## config.mk

```make
export PLATFORM = sky130hd
export DESIGN_NAME = rx_credit_pacer
export DESIGN_NICKNAME = d
export VERILOG_FILES = /design/src/rtl/cp_pkg.sv /design/src/rtl/cp_bucket.sv /design/src/rtl/cp_pace_timer.sv /design/src/rtl/cp_credit_ledger.sv /design/src/rtl/rx_credit_pacer.sv
export SDC_FILE = /design/constraint.sdc
export NUM_CORES = 1
export LEC_CHECK = 0
export BUFFER_PORTS_ARGS = -buffer_cell sky130_fd_sc_hd__buf_2
export CORE_UTILIZATION = 30
export DETAILED_ROUTE_END_ITERATION = 12
export PLACE_DENSITY = 0.46
export REMOVE_ABC_BUFFERS = 1
export SYNTH_ARGS = -nofsm -noshare
export SYNTH_HDL_FRONTEND = slang
export SYNTH_SLANG_ARGS = --single-unit
```

## constraint.sdc

```tcl
create_clock -name clk -period 6.4 [get_ports clk]
set_input_delay 0.64 -clock clk [delete_from_list [all_inputs] [get_ports clk]]
set_output_delay 0.64 -clock clk [all_outputs]
set_load 0.05 [all_outputs]
```

## src/rtl/cp_pkg.sv

```systemverilog
package cp_pkg;

  // Occupancy band used to pick the credit release policy.
  typedef enum logic [1:0] {
    REG_LOW  = 2'd0,
    REG_MID  = 2'd1,
    REG_HIGH = 2'd2
  } occ_region_e;

endpackage

```

## src/rtl/cp_bucket.sv

```systemverilog
module cp_bucket
  import cp_pkg::*;
#(
  parameter int FRAC_W  = 12,
  parameter int OCC_MAX = 255,
  parameter int OCC_W   = $clog2(OCC_MAX + 1)
) (
  input  logic              clk,
  input  logic              rst_n,
  input  logic              fill_i,
  input  logic [FRAC_W-1:0] leak_inc_i,
  input  logic [OCC_W-1:0]  low_thr_i,
  input  logic [OCC_W-1:0]  high_thr_i,
  output occ_region_e       region_o
);

  localparam int SUM_W = FRAC_W + 1;
  localparam logic [OCC_W-1:0] OCC_TOP = OCC_W'(OCC_MAX);

  logic [FRAC_W-1:0] acc_q, acc_d;
  logic [SUM_W-1:0]  acc_sum;
  logic              leak_tok;
  logic [OCC_W-1:0]  occ_q, occ_d, occ_filled;
  logic              occ_en;

  // Fractional leak: a carry out of the accumulator removes one token.
  always_comb begin
    acc_sum  = {1'b0, acc_q} + {1'b0, leak_inc_i};
    leak_tok = acc_sum[FRAC_W];
    acc_d    = acc_sum[FRAC_W-1:0];
  end

  // Fill first, then leak, so a fill and a leak in one cycle cancel.
  always_comb begin
    occ_filled = occ_q;
    if (fill_i && (occ_q != OCC_TOP)) begin
      occ_filled = occ_q + 1'b1;
    end
    occ_d = occ_filled;
    if (leak_tok && (occ_filled != '0)) begin
      occ_d = occ_filled - 1'b1;
    end
    occ_en = (occ_d != occ_q);
  end

  // Band decision on the post-update occupancy; a tie goes to the lower band.
  always_comb begin
    if (occ_d <= low_thr_i) begin
      region_o = REG_LOW;
    end else if (occ_d <= high_thr_i) begin
      region_o = REG_MID;
    end else begin
      region_o = REG_HIGH;
    end
  end

  always_ff @(posedge clk or negedge rst_n) begin
    if (!rst_n) begin
      acc_q <= '0;
    end else begin
      acc_q <= acc_d;
    end
  end

  always_ff @(posedge clk or negedge rst_n) begin
    if (!rst_n) begin
      occ_q <= '0;
    end else if (occ_en) begin
      occ_q <= occ_d;
    end
  end

endmodule

```

## src/rtl/cp_pace_timer.sv

```systemverilog
module cp_pace_timer #(
  parameter int PACE_W = 12
) (
  input  logic              clk,
  input  logic              rst_n,
  input  logic              issue_i,
  input  logic [PACE_W-1:0] ivl_i,
  output logic              ready_o
);

  localparam logic [PACE_W-1:0] CNT_TOP = {PACE_W{1'b1}};

  logic [PACE_W-1:0] cnt_q, cnt_d;
  logic [PACE_W-1:0] ivl_eff;
  logic              cnt_en;

  // Cycles elapsed since the last issued return, saturating.
  always_comb begin
    ivl_eff = (ivl_i == '0) ? PACE_W'(1) : ivl_i;
    ready_o = (cnt_q >= (ivl_eff - 1'b1));
    if (issue_i) begin
      cnt_d = '0;
    end else begin
      cnt_d = cnt_q + 1'b1;
    end
    cnt_en = issue_i || (cnt_q != CNT_TOP);
  end

  always_ff @(posedge clk or negedge rst_n) begin
    if (!rst_n) begin
      cnt_q <= '0;
    end else if (cnt_en) begin
      cnt_q <= cnt_d;
    end
  end

endmodule

```

## src/rtl/cp_credit_ledger.sv

```systemverilog
module cp_credit_ledger #(
  parameter int BUF_CNT = 32,
  parameter int PEND_W  = $clog2(BUF_CNT + 1)
) (
  input  logic clk,
  input  logic rst_n,
  input  logic fwd_i,
  input  logic grant_i,
  output logic issue_o,
  output logic credit_o
);

  localparam logic [PEND_W-1:0] PEND_CAP = PEND_W'(BUF_CNT);

  logic [PEND_W-1:0] pend_q, pend_d, pend_left;
  logic              accept;
  logic              pend_en;
  logic              credit_q;

  // Issue from the registered count; the new forward joins afterwards.
  always_comb begin
    issue_o   = (pend_q != '0) && grant_i;
    pend_left = pend_q - PEND_W'(issue_o);
    accept    = fwd_i && (pend_left < PEND_CAP);
    pend_d    = pend_left + PEND_W'(accept);
    pend_en   = issue_o || accept;
  end

  always_ff @(posedge clk or negedge rst_n) begin
    if (!rst_n) begin
      pend_q <= '0;
    end else if (pend_en) begin
      pend_q <= pend_d;
    end
  end

  always_ff @(posedge clk or negedge rst_n) begin
    if (!rst_n) begin
      credit_q <= 1'b0;
    end else begin
      credit_q <= issue_o;
    end
  end

  assign credit_o = credit_q;

endmodule

```

## src/rtl/rx_credit_pacer.sv

```systemverilog
module rx_credit_pacer
  import cp_pkg::*;
#(
  parameter int FRAC_W  = 12,
  parameter int OCC_MAX = 255,
  parameter int BUF_CNT = 32,
  parameter int PACE_W  = 12,
  localparam int OCC_W  = $clog2(OCC_MAX + 1),
  localparam int PEND_W = $clog2(BUF_CNT + 1)
) (
  input  logic              clk,
  input  logic              rst_n,
  input  logic              frame_rcvd_i,
  input  logic              frame_fwd_i,
  input  logic              cfg_limit_en_i,
  input  logic [FRAC_W-1:0] cfg_leak_inc_i,
  input  logic [OCC_W-1:0]  cfg_low_thr_i,
  input  logic [OCC_W-1:0]  cfg_high_thr_i,
  input  logic [PACE_W-1:0] cfg_pace_ivl_i,
  output logic              credit_rdy_o
);

  occ_region_e region;
  logic        pace_ready;
  logic        grant;
  logic        issue;

  cp_bucket #(
    .FRAC_W (FRAC_W),
    .OCC_MAX(OCC_MAX),
    .OCC_W  (OCC_W)
  ) u_bucket (
    .clk       (clk),
    .rst_n     (rst_n),
    .fill_i    (frame_rcvd_i),
    .leak_inc_i(cfg_leak_inc_i),
    .low_thr_i (cfg_low_thr_i),
    .high_thr_i(cfg_high_thr_i),
    .region_o  (region)
  );

  cp_pace_timer #(
    .PACE_W(PACE_W)
  ) u_pace (
    .clk    (clk),
    .rst_n  (rst_n),
    .issue_i(issue),
    .ivl_i  (cfg_pace_ivl_i),
    .ready_o(pace_ready)
  );

  // Release policy per band; bypass opens the gate unconditionally.
  always_comb begin
    if (!cfg_limit_en_i) begin
      grant = 1'b1;
    end else begin
      unique case (region)
        REG_LOW:  grant = 1'b1;
        REG_MID:  grant = pace_ready;
        default:  grant = 1'b0;
      endcase
    end
  end

  cp_credit_ledger #(
    .BUF_CNT(BUF_CNT),
    .PEND_W (PEND_W)
  ) u_ledger (
    .clk     (clk),
    .rst_n   (rst_n),
    .fwd_i   (frame_fwd_i),
    .grant_i (grant),
    .issue_o (issue),
    .credit_o(credit_rdy_o)
  );

endmodule

```

==> impl.org, run 1 <==
** Status
- The flow ran to the end, and the final reports show no timing, DRC or antenna violations.

** Worst hold path
- Hold path startpoint :: u_bucket.acc_q[0]$_DFF_PN0_
- Counting instances, the worst hold path has a depth of 1.
- The worst hold path belongs to the class reg2reg.
- The worst hold path terminates at u_bucket.acc_q[0]$_DFF_PN0_.

** Detailed routing
- First drt pass iteration count :: 4
- Dividing the detail-routed via count by the number of cells gives 4.97.
- Initial detailed-routing violation count :: 101
- After detailed routing, the number of remaining DRC violations is 0.
- Wires add up to 7.01 mm.
- Via total after detailed routing :: 2,860
- After detailed routing, the average wire length per cell comes to 12.2 µm.
- The detail route stage leaves a number of antenna-violating nets equal to 0.

** Pwr
- Sw Ratio :: 43.2%
- Combinational logic burns 59.0% of the power.
- Clock share of power :: 12.6%
- Design Power :: 1.46 mW
- P_leak :: 1.78 nW
- Switching power total :: 0.633 mW
- Max rail drop VDD :: 171 µV
- Internal power :: 0.831 mW
- Ratio of total power to cell area :: 382 nW/µm²
- Portion of total power attributed to sequential cells :: 28.3%

** Critical path
- R2R depth :: 28
- Peak fanout along the critical path :: 5
- R2R setup slack :: 0.92 ns
- At the worst endpoint, the arrival time is 5.75 ns.
- R2r endpoint :: u_ledger.pend_q[3]$_DFFE_PN0P_
- The worst register-to-register path begins at u_bucket.acc_q[0]$_DFF_PN0_.
- STA puts the critical path data required time at 6.57 ns.
- Library cell contributing the largest single delay on the critical path :: sky130_fd_sc_hd__fa_1
- Worst Path Class, Setup :: in2reg
- CP Capture Type :: register
- Delay of the slowest critical-path stage :: 0.44 ns
- By instance count, the cell type seen most on the critical path is sky130_fd_sc_hd__ha_1.
- Type of origin of the critical path :: input pin

** Global routing
- The initial antenna violation count is 0.
- For this run the aggregate overflow at the end of global routing stands at 0.
- Number of global-route vias before repair :: 2,730
- The first global-routing pass estimated 12.1 mm of wire.
- Entering global routing, the biggest net connects 40 pins.
- Global routing consumed, over all layers together, 13.0% of the routing resources.

** Yosys
- Share of async-settable or async-resettable flops after synthesis :: 100%
- After synthesis, the mean cell area works out to 8.63 µm².
- Synth top cells by count :: 47 x sky130_fd_sc_hd__ha_1, 39 x sky130_fd_sc_hd__dfrtp_1, 31 x sky130_fd_sc_hd__nand2_1, 31 x sky130_fd_sc_hd__nor2_1, 27 x sky130_fd_sc_hd__a21oi_1
- By area the synthesized netlist is led by sky130_fd_sc_hd__dfrtp_1 29%, sky130_fd_sc_hd__ha_1 18%, sky130_fd_sc_hd__xnor2_1 5.5%.
- Leading area contributor after synthesis :: sky130_fd_sc_hd__dfrtp_1
- Synthesis instantiated 53 different standard cells from the library.
- Synth warn :: 0
- Most used DFF post-synth :: sky130_fd_sc_hd__dfrtp_1
- Total standard cell area after synthesis :: 3350 µm²
- Most repeated cell in the gate-level netlist after synthesis :: sky130_fd_sc_hd__ha_1
- Yosys mapped a number of flops with a built-in enable equal to 0.
- Instance count of the mapped netlist :: 388
- Sequential element share of the synthesized area :: 29.1%
- Count of state elements after synthesis :: 39
- In this run the biggest area consumer among cell types represents 29.1% of the synthesized area.

** CTS
- CTS buffer count :: 5
- Largest buffer count on any clock path :: 2
- TritonCTS built the clock tree.
- Insertion delay of the later-clocked pin in the worst-skew pair :: 0.28 ns
- The number of hold buffers added after CTS was 0.
- In this run the post-CTS setup repair buffer count came out at 0.
- Clk sinks :: 39
- Clock-pin slew was measured on the worst setup and hold paths at 0.07 ns.
- Once the clock tree was built, the resizer swapped 0 gates to a different size.
- In this run the clock root is driven by a sky130_fd_sc_hd__clkbuf_8.
- H-tree depth :: 2

** Place
- Placed instance count :: 568
- Number of buffer cells added on primary ports :: 45
- OpenSTA, run right after detailed placement, puts the worst setup slack at 0.548 ns.
- Hpwl dp :: 5.62 mm
- Routability-driven placement finished with a final weighted congestion of 0.752.

** STA
- Setup repair after global routing left no endpoint under its margin.
- Worst path setup slack after routing :: 0.822 ns
- Crit share post-route :: 87.2%
- The worst path in the final design needs a cycle of 5.58 ns, including I/O delays and setup.
- Relative slew margins :: 38.9%
- At the pin with the least slew margin, the transition time is 0.916 ns.
- The total count of hold-check failures in the final report was 0.
- Between clock sinks in the finished design, the worst skew comes to 0.00417 ns.
- Max-slew violations :: 0
- Total negative setup slack :: 0 ns
- Setup violations remaining at the end of the flow were counted as 0.
- Static timing analysis puts the maximum clock frequency at 179 MHz.

** Die
- Area of the die :: 11,600 µm²
- I/O pin total :: 46
- Die span in x :: 108 µm
- Once the floorplan was initialized, standard cells occupied 30.9% of the core.
- The floorplan has 38 rows.
- Core Region :: 10,800 µm²
- Die height :: 108 µm

** Finish
- After filler insertion, the fill cell instance count of the layout stands at 1,182.
- The post-route netlist has 15.8% of its cells at a drive strength greater than 1.
- N_diodes :: 0
- The net count of the finished layout is 528.
- Area growth syn-to-layout :: 14.5%
- Cells fill 35.4% of the core in the end.
- Summing all flip-flop and latch instances after layout gives 976 µm².
- Multi-input logic area :: 2250 µm²
- Final non-filler cell total :: 576

** Job
- Maximum capacitance violations :: 0
-- logic make-up (layout without fill, tap and decap cells) --
family | count (synthesis) | in the layout | synth area share (%)
adder cells (fa/ha/maj) | 48 | 48 | 18.2
AND/OR/NAND/NOR | 137 | 137 | 21.1
XOR/XNOR | 36 | 36 | 9.42
flip-flops | 39 | 39 | 29.1
AO/OA/AOI/OAI | 90 | 90 | 16.7
multiplexers | 6 | 6 | 1.87
buffers and inverters | 32 | 80 | 3.62
-- worst max path at each step --
| stage | from | slack [ns] | cells after the start | to |
|---|---|---|---|---|
| 6_report | cfg_leak_inc_i[0] | 0.82 | 29 | u_ledger.pend_q[3]$_DFFE_PN0P_ |
| 5_1_grt | cfg_leak_inc_i[0] | 0.38 | 29 | u_ledger.pend_q[3]$_DFFE_PN0P_ |
| 4_1_cts | cfg_leak_inc_i[0] | 0.83 | 29 | u_ledger.pend_q[3]$_DFFE_PN0P_ |
| 3_5_place_dp | cfg_leak_inc_i[0] | 0.55 | 29 | u_ledger.pend_q[3]$_DFFE_PN0P_ |
| 3_3_place_gp | cfg_leak_inc_i[0] | 0.63 | 29 | u_ledger.pend_q[3]$_DFFE_PN0P_ |
| 2_1_floorplan | cfg_leak_inc_i[0] | 0.86 | 28 | u_ledger.pend_q[4]$_DFFE_PN0P_ |
-- layout make-up --
class | instances | area share [%]
inverter | 26 | 2.55
sequential | 39 | 25.5
multi-input combinational | 317 | 58.7
tap | 140 | 4.57
clock buffer | 8 | 2.61
timing repair buffer | 46 | 6.07
-- state kept, by name, summed over array words and instances, names as in the netlist --
name and flops:
u_bucket.occ_q 8, u_pace.cnt_q 12, u_ledger.credit_o 1, u_ledger.pend_q 6, u_bucket.acc_q 12
-- cells in the final DEF, fill, tap and decap left out, types with 3 or more instances in the layout --
cell type                  netlist  final
sky130_fd_sc_hd__and3_1          4      4
sky130_fd_sc_hd__xor2_1         15     15
sky130_fd_sc_hd__a21o_1          6      6
sky130_fd_sc_hd__o21ai_0        25     25
sky130_fd_sc_hd__nor4_1          4      4
sky130_fd_sc_hd__nand3_1        14     14
sky130_fd_sc_hd__ha_1           47     47
sky130_fd_sc_hd__o21a_1          3      3
sky130_fd_sc_hd__inv_1          26     26
sky130_fd_sc_hd__nand2b_1        6      6
sky130_fd_sc_hd__buf_2           1     45
sky130_fd_sc_hd__a22o_1          3      3
sky130_fd_sc_hd__nand4_1         9      9
sky130_fd_sc_hd__or2_2           3      3
sky130_fd_sc_hd__nor2_1         31     31
sky130_fd_sc_hd__a21oi_1        27     27
sky130_fd_sc_hd__clkbuf_8        0      7
sky130_fd_sc_hd__a31oi_1         5      5
sky130_fd_sc_hd__nor3_1         11     11
sky130_fd_sc_hd__nand2_1        31     31
sky130_fd_sc_hd__dfrtp_1        39     39
sky130_fd_sc_hd__o22ai_1         3      3
sky130_fd_sc_hd__nor2b_1         6      6
sky130_fd_sc_hd__xnor2_1        21     21
sky130_fd_sc_hd__mux2i_1         4      4
sky130_fd_sc_hd__or3_1           6      6
-- stage by stage --
stage / cell area, µm² / hold slack, ns
after floorplan: 3320 / 0.344
after global placement: 3730 / 0.453
after detailed placement: 3730 / 0.469
after CTS: 3830 / 0.488
after global routing: 3830 / 0.502
final: 3830 / 0.480
-- power by group through the flow --
stage,sequential [mW],clock [mW],combinational [mW]
after floorplan,0.410,0,0.679
after global placement,0.418,0,0.870
after detailed placement,0.420,0,0.868
after CTS,0.417,0.194,0.874
after global routing,0.430,0.207,0.989
final,0.415,0.185,0.865
-- routing by layer --
metal / GRT usage, % / vias to the layer above / wire, µm
li1: - / 1492 / -
met1: 16.3 / 1321 / 3340
met2: 23.0 / 38 / 3390
met3: 2.24 / 9 / 200
met4: 2.84 / 0 / 81
met5: 0 / - / 0
-- worst max-delay path: cells and delay by family --
family	cells	cell delay, ns
buffers and inverters	1	0.10
xor gates and xnor gates	2	0.40
AOI/OAI and AO/OA	11	1.81
adders and majority gates	5	1.35
and+or+nand+nor	10	1.42
Note: power is estimated with default switching activity, not from simulation.
==> run 2, diff against run 1 <==
--- a/config.mk
+++ b/config.mk
@@ -7,6 +7,7 @@
 export LEC_CHECK = 0
 export BUFFER_PORTS_ARGS = -buffer_cell sky130_fd_sc_hd__buf_2
 export CORE_UTILIZATION = 30
+export CTS_BUF_LIST = sky130_fd_sc_hd__clkbuf_2 sky130_fd_sc_hd__clkbuf_4 sky130_fd_sc_hd__clkbuf_8
 export DETAILED_ROUTE_END_ITERATION = 12
 export PLACE_DENSITY = 0.46
 export REMOVE_ABC_BUFFERS = 1
==> impl.org, run 2 (synthesis results as in run 1) <==
** STA
- Based on the critical path, the design can be clocked at up to 179 MHz.
- For the final database, setup skew stands at 0.00282 ns.
- Dividing the final minimum period by the clock period gives 87.1%.
- Setup repair after global routing left no endpoint under its margin.
- Total setup violations reported at the end of the flow :: 0
- The total count of hold-check failures in the final report came to 0.
- The max-slew violation count was 0.
- Relative slew margins :: 39.0%
- Total negative setup slack :: 0 ns
- The smallest clock period supported by the final layout is computed as 5.57 ns.
- Transition at the pin with the smallest max-transition slack :: 0.915 ns

** Critical path
- Worst Path Class, Setup :: in2reg
- For the worst setup path, the data arrival time is 5.75 ns.
- The most numerous cell type found on the critical path is sky130_fd_sc_hd__ha_1.
- Peak fanout along the critical path :: 5
- Library cell contributing the largest single delay on the critical path :: sky130_fd_sc_hd__fa_1
- STA classifies the critical path endpoint as a register.
- In this run the register-to-register setup slack is 0.91 ns.
- Worst r2r src :: u_bucket.acc_q[0]$_DFF_PN0_
- The largest single stage delay on the critical path is 0.44 ns.
- Following the worst setup path forward leads to its endpoint at u_ledger.pend_q[3]$_DFFE_PN0P_.
- STA classifies the critical path startpoint as an input pin.
- The endpoint identified for the worst register-to-register timing path is u_ledger.pend_q[3]$_DFFE_PN0P_.
- For the worst flop-to-flop path, the logic depth is 28.
- For the worst setup path, the data required time is 6.57 ns.
- The most critical setup path has its startpoint at cfg_leak_inc_i[0].

** Die
- Measured along the x axis, the die boundary spans 108 µm.
- The initial utilization of the core area, before any placement, comes to 30.9%.
- Die height :: 108 µm
- During I/O placement, the number of pins put on the boundary was 46.
- The floorplan step defined a die boundary enclosing 11,600 µm².
- Core Region :: 10,800 µm²
- After floorplanning, the core was divided into 38 placement rows.

** Finish
- Area growth syn-to-layout :: 14.6%
- Commonest cells after routing, fill and taps aside :: 47 x sky130_fd_sc_hd__ha_1, 45 x sky130_fd_sc_hd__buf_2, 39 x sky130_fd_sc_hd__dfrtp_1
- Fraction of layout instances using a drive strength above 1 :: 16.1%
- The library cell used most frequently in the layout, excluding fill and tap cells, is sky130_fd_sc_hd__ha_1.
- With fillers left out, the area of the finished cells amounts to 3840 µm².
- The number of antenna diodes in the final layout is 0.
- Final net count :: 528
- Biggest regs :: u_bucket.acc_q x12, u_pace.cnt_q x12, u_bucket.occ_q x8

** Detailed routing
- Total wirelength of the detailed-routed design :: 7.02 mm
- In the final routed layout, each cell accounts on average for 12.2 µm.
- Met2 wire length :: 3.39 mm
- Detailed-route vias per instance :: 4.96
- Remaining number of nets flagged by the antenna check after routing :: 0
- Top Layer Used :: met4
- Detail Route met3 WL :: 200 µm
- The pre-antenna-repair detailed-routing pass consisted of 4 iterations.
- In the routed design, unresolved DRC markers number 0.
- The detailed router placed 2,859 vias in this run.
- Detailed-routing wirelength on met1 :: 3.33 mm
- The detailed router finished its first iteration with 85 violations.

** Global routing
- Global routing consumed, over all layers together, 13.0% of the routing resources.
- Entering global routing, the biggest net connects 40 pins.
- The via count of the first global-routing pass is 2,733.
- Antenna violations before repair :: 0
- The first global-routing pass estimated 12.1 mm of wire.
- Total global routing overflow :: 0

** Pwr
- Summed over all nets, the switching power comes to 0.635 mW.
- Of the total power, registers draw 28.2%.
- Design Power :: 1.47 mW
- For this design the ratio of total power to cell area is 383 nW/µm².
- Internal power :: 0.836 mW
- Max rail drop VDD :: 148 µV
- Combinational cells account for 58.8% of the total power.
- The analysis attributes to cell leakage a power of 1.79 nW.
- Per report_power, the clock group accounts for 13.0% of the total.
- Sw Ratio :: 43.2%

** Place
- In this run the tool buffered the top-level ports with 45 buffer cells.
- Summing all placed instances gives a cell area of 3730 µm².
- At the end of routability-driven placement, the weighted congestion stood at 0.752.
- Detailed placement ended at an HPWL of 5.62 mm.

** CTS
- The tree is rooted in a sky130_fd_sc_hd__clkbuf_8.
- CTS buffer count :: 5
- The longest clock path from root to sink contains 2 buffers.
- Clock-pin slew of the registers on the worst-case setup and hold paths :: 0.08 ns
- The H-tree was split into 2 levels.
- Resize count post-CTS :: 0
- At the later pin of the worst-skew pair, clock insertion delay measures 0.29 ns.
- Post-CTS Setup Repair Bufs :: 0
- The tree built by TritonCTS fans out to 39 sinks.
- Hold buffers post-CTS :: 0
- TritonCTS built the clock tree.

** Worst hold path
- The worst hold path belongs to the class reg2reg.

** Status
- Outcome :: finished, final reports clean

** Job
- Across the run, the number of max-cap violations was 0.
[run 2: power groups by stage]
stage | clock (mW) | sequential, mW | combinational [mW]
3_3_place_gp | 0 | 0.418 | 0.870
5_1_grt | 0.211 | 0.430 | 0.989
4_1_cts | 0.199 | 0.417 | 0.874
6_report | 0.191 | 0.415 | 0.865
3_5_place_dp | 0 | 0.420 | 0.868
2_1_floorplan | 0 | 0.410 | 0.679
[run 2: worst min-delay path by stage]
| stage | startpoint | endpoint | cells after the start |
|---|---|---|---|
| after global routing | u_bucket.acc_q[0]$_DFF_PN0_ | u_bucket.acc_q[0]$_DFF_PN0_ | 1 |
| after CTS | u_bucket.acc_q[0]$_DFF_PN0_ | u_bucket.acc_q[0]$_DFF_PN0_ | 1 |
| after floorplan | rst_n | u_bucket.acc_q[0]$_DFF_PN0_ | 0 |
| final | u_bucket.acc_q[0]$_DFF_PN0_ | u_bucket.acc_q[0]$_DFF_PN0_ | 1 |
| after global placement | u_bucket.acc_q[0]$_DFF_PN0_ | u_bucket.acc_q[0]$_DFF_PN0_ | 1 |
| after detailed placement | u_bucket.acc_q[0]$_DFF_PN0_ | u_bucket.acc_q[0]$_DFF_PN0_ | 1 |
[run 2: layout make-up]
| type | count | area (µm²) |
|---|---|---|
| Fill cell | 1183 | 7000 |
| Timing Repair Buffer | 46 | 233 |
| Inverter | 26 | 97.6 |
| Tap cell | 140 | 175 |
| Clock buffer | 8 | 104 |
| Multi-Input combinational cell | 317 | 2250 |
| Sequential cell | 39 | 976 |
[run 2: layer usage]
metal,vias up,GRT usage [%]
li1,1492,-
met1,1318,16.3
met2,37,23.0
met3,12,2.24
met4,0,3.13
met5,-,0
[run 2: metrics by stage]
stage | hold slack, ns | utilization (%) | setup slack, ns | instances
2_1_floorplan | 0.344 | - | 0.857 | 382
3_5_place_dp | 0.469 | 34.4 | 0.548 | 568
3_3_place_gp | 0.453 | 34.4 | 0.633 | 568
4_1_cts | 0.488 | 35.4 | 0.828 | 576
6_report | 0.480 | 35.4 | 0.826 | 576
5_1_grt | 0.502 | 35.4 | 0.382 | 576
[run 2: critical path: cells and delay by family]
kind                     cells  cell delay (ns)
buffers and inverters        1             0.10
adder cells (fa/ha/maj)      5             1.35
AND/OR/NAND/NOR             10             1.42
XOR/XNOR                     2             0.40
AO/OA/AOI/OAI               11             1.81
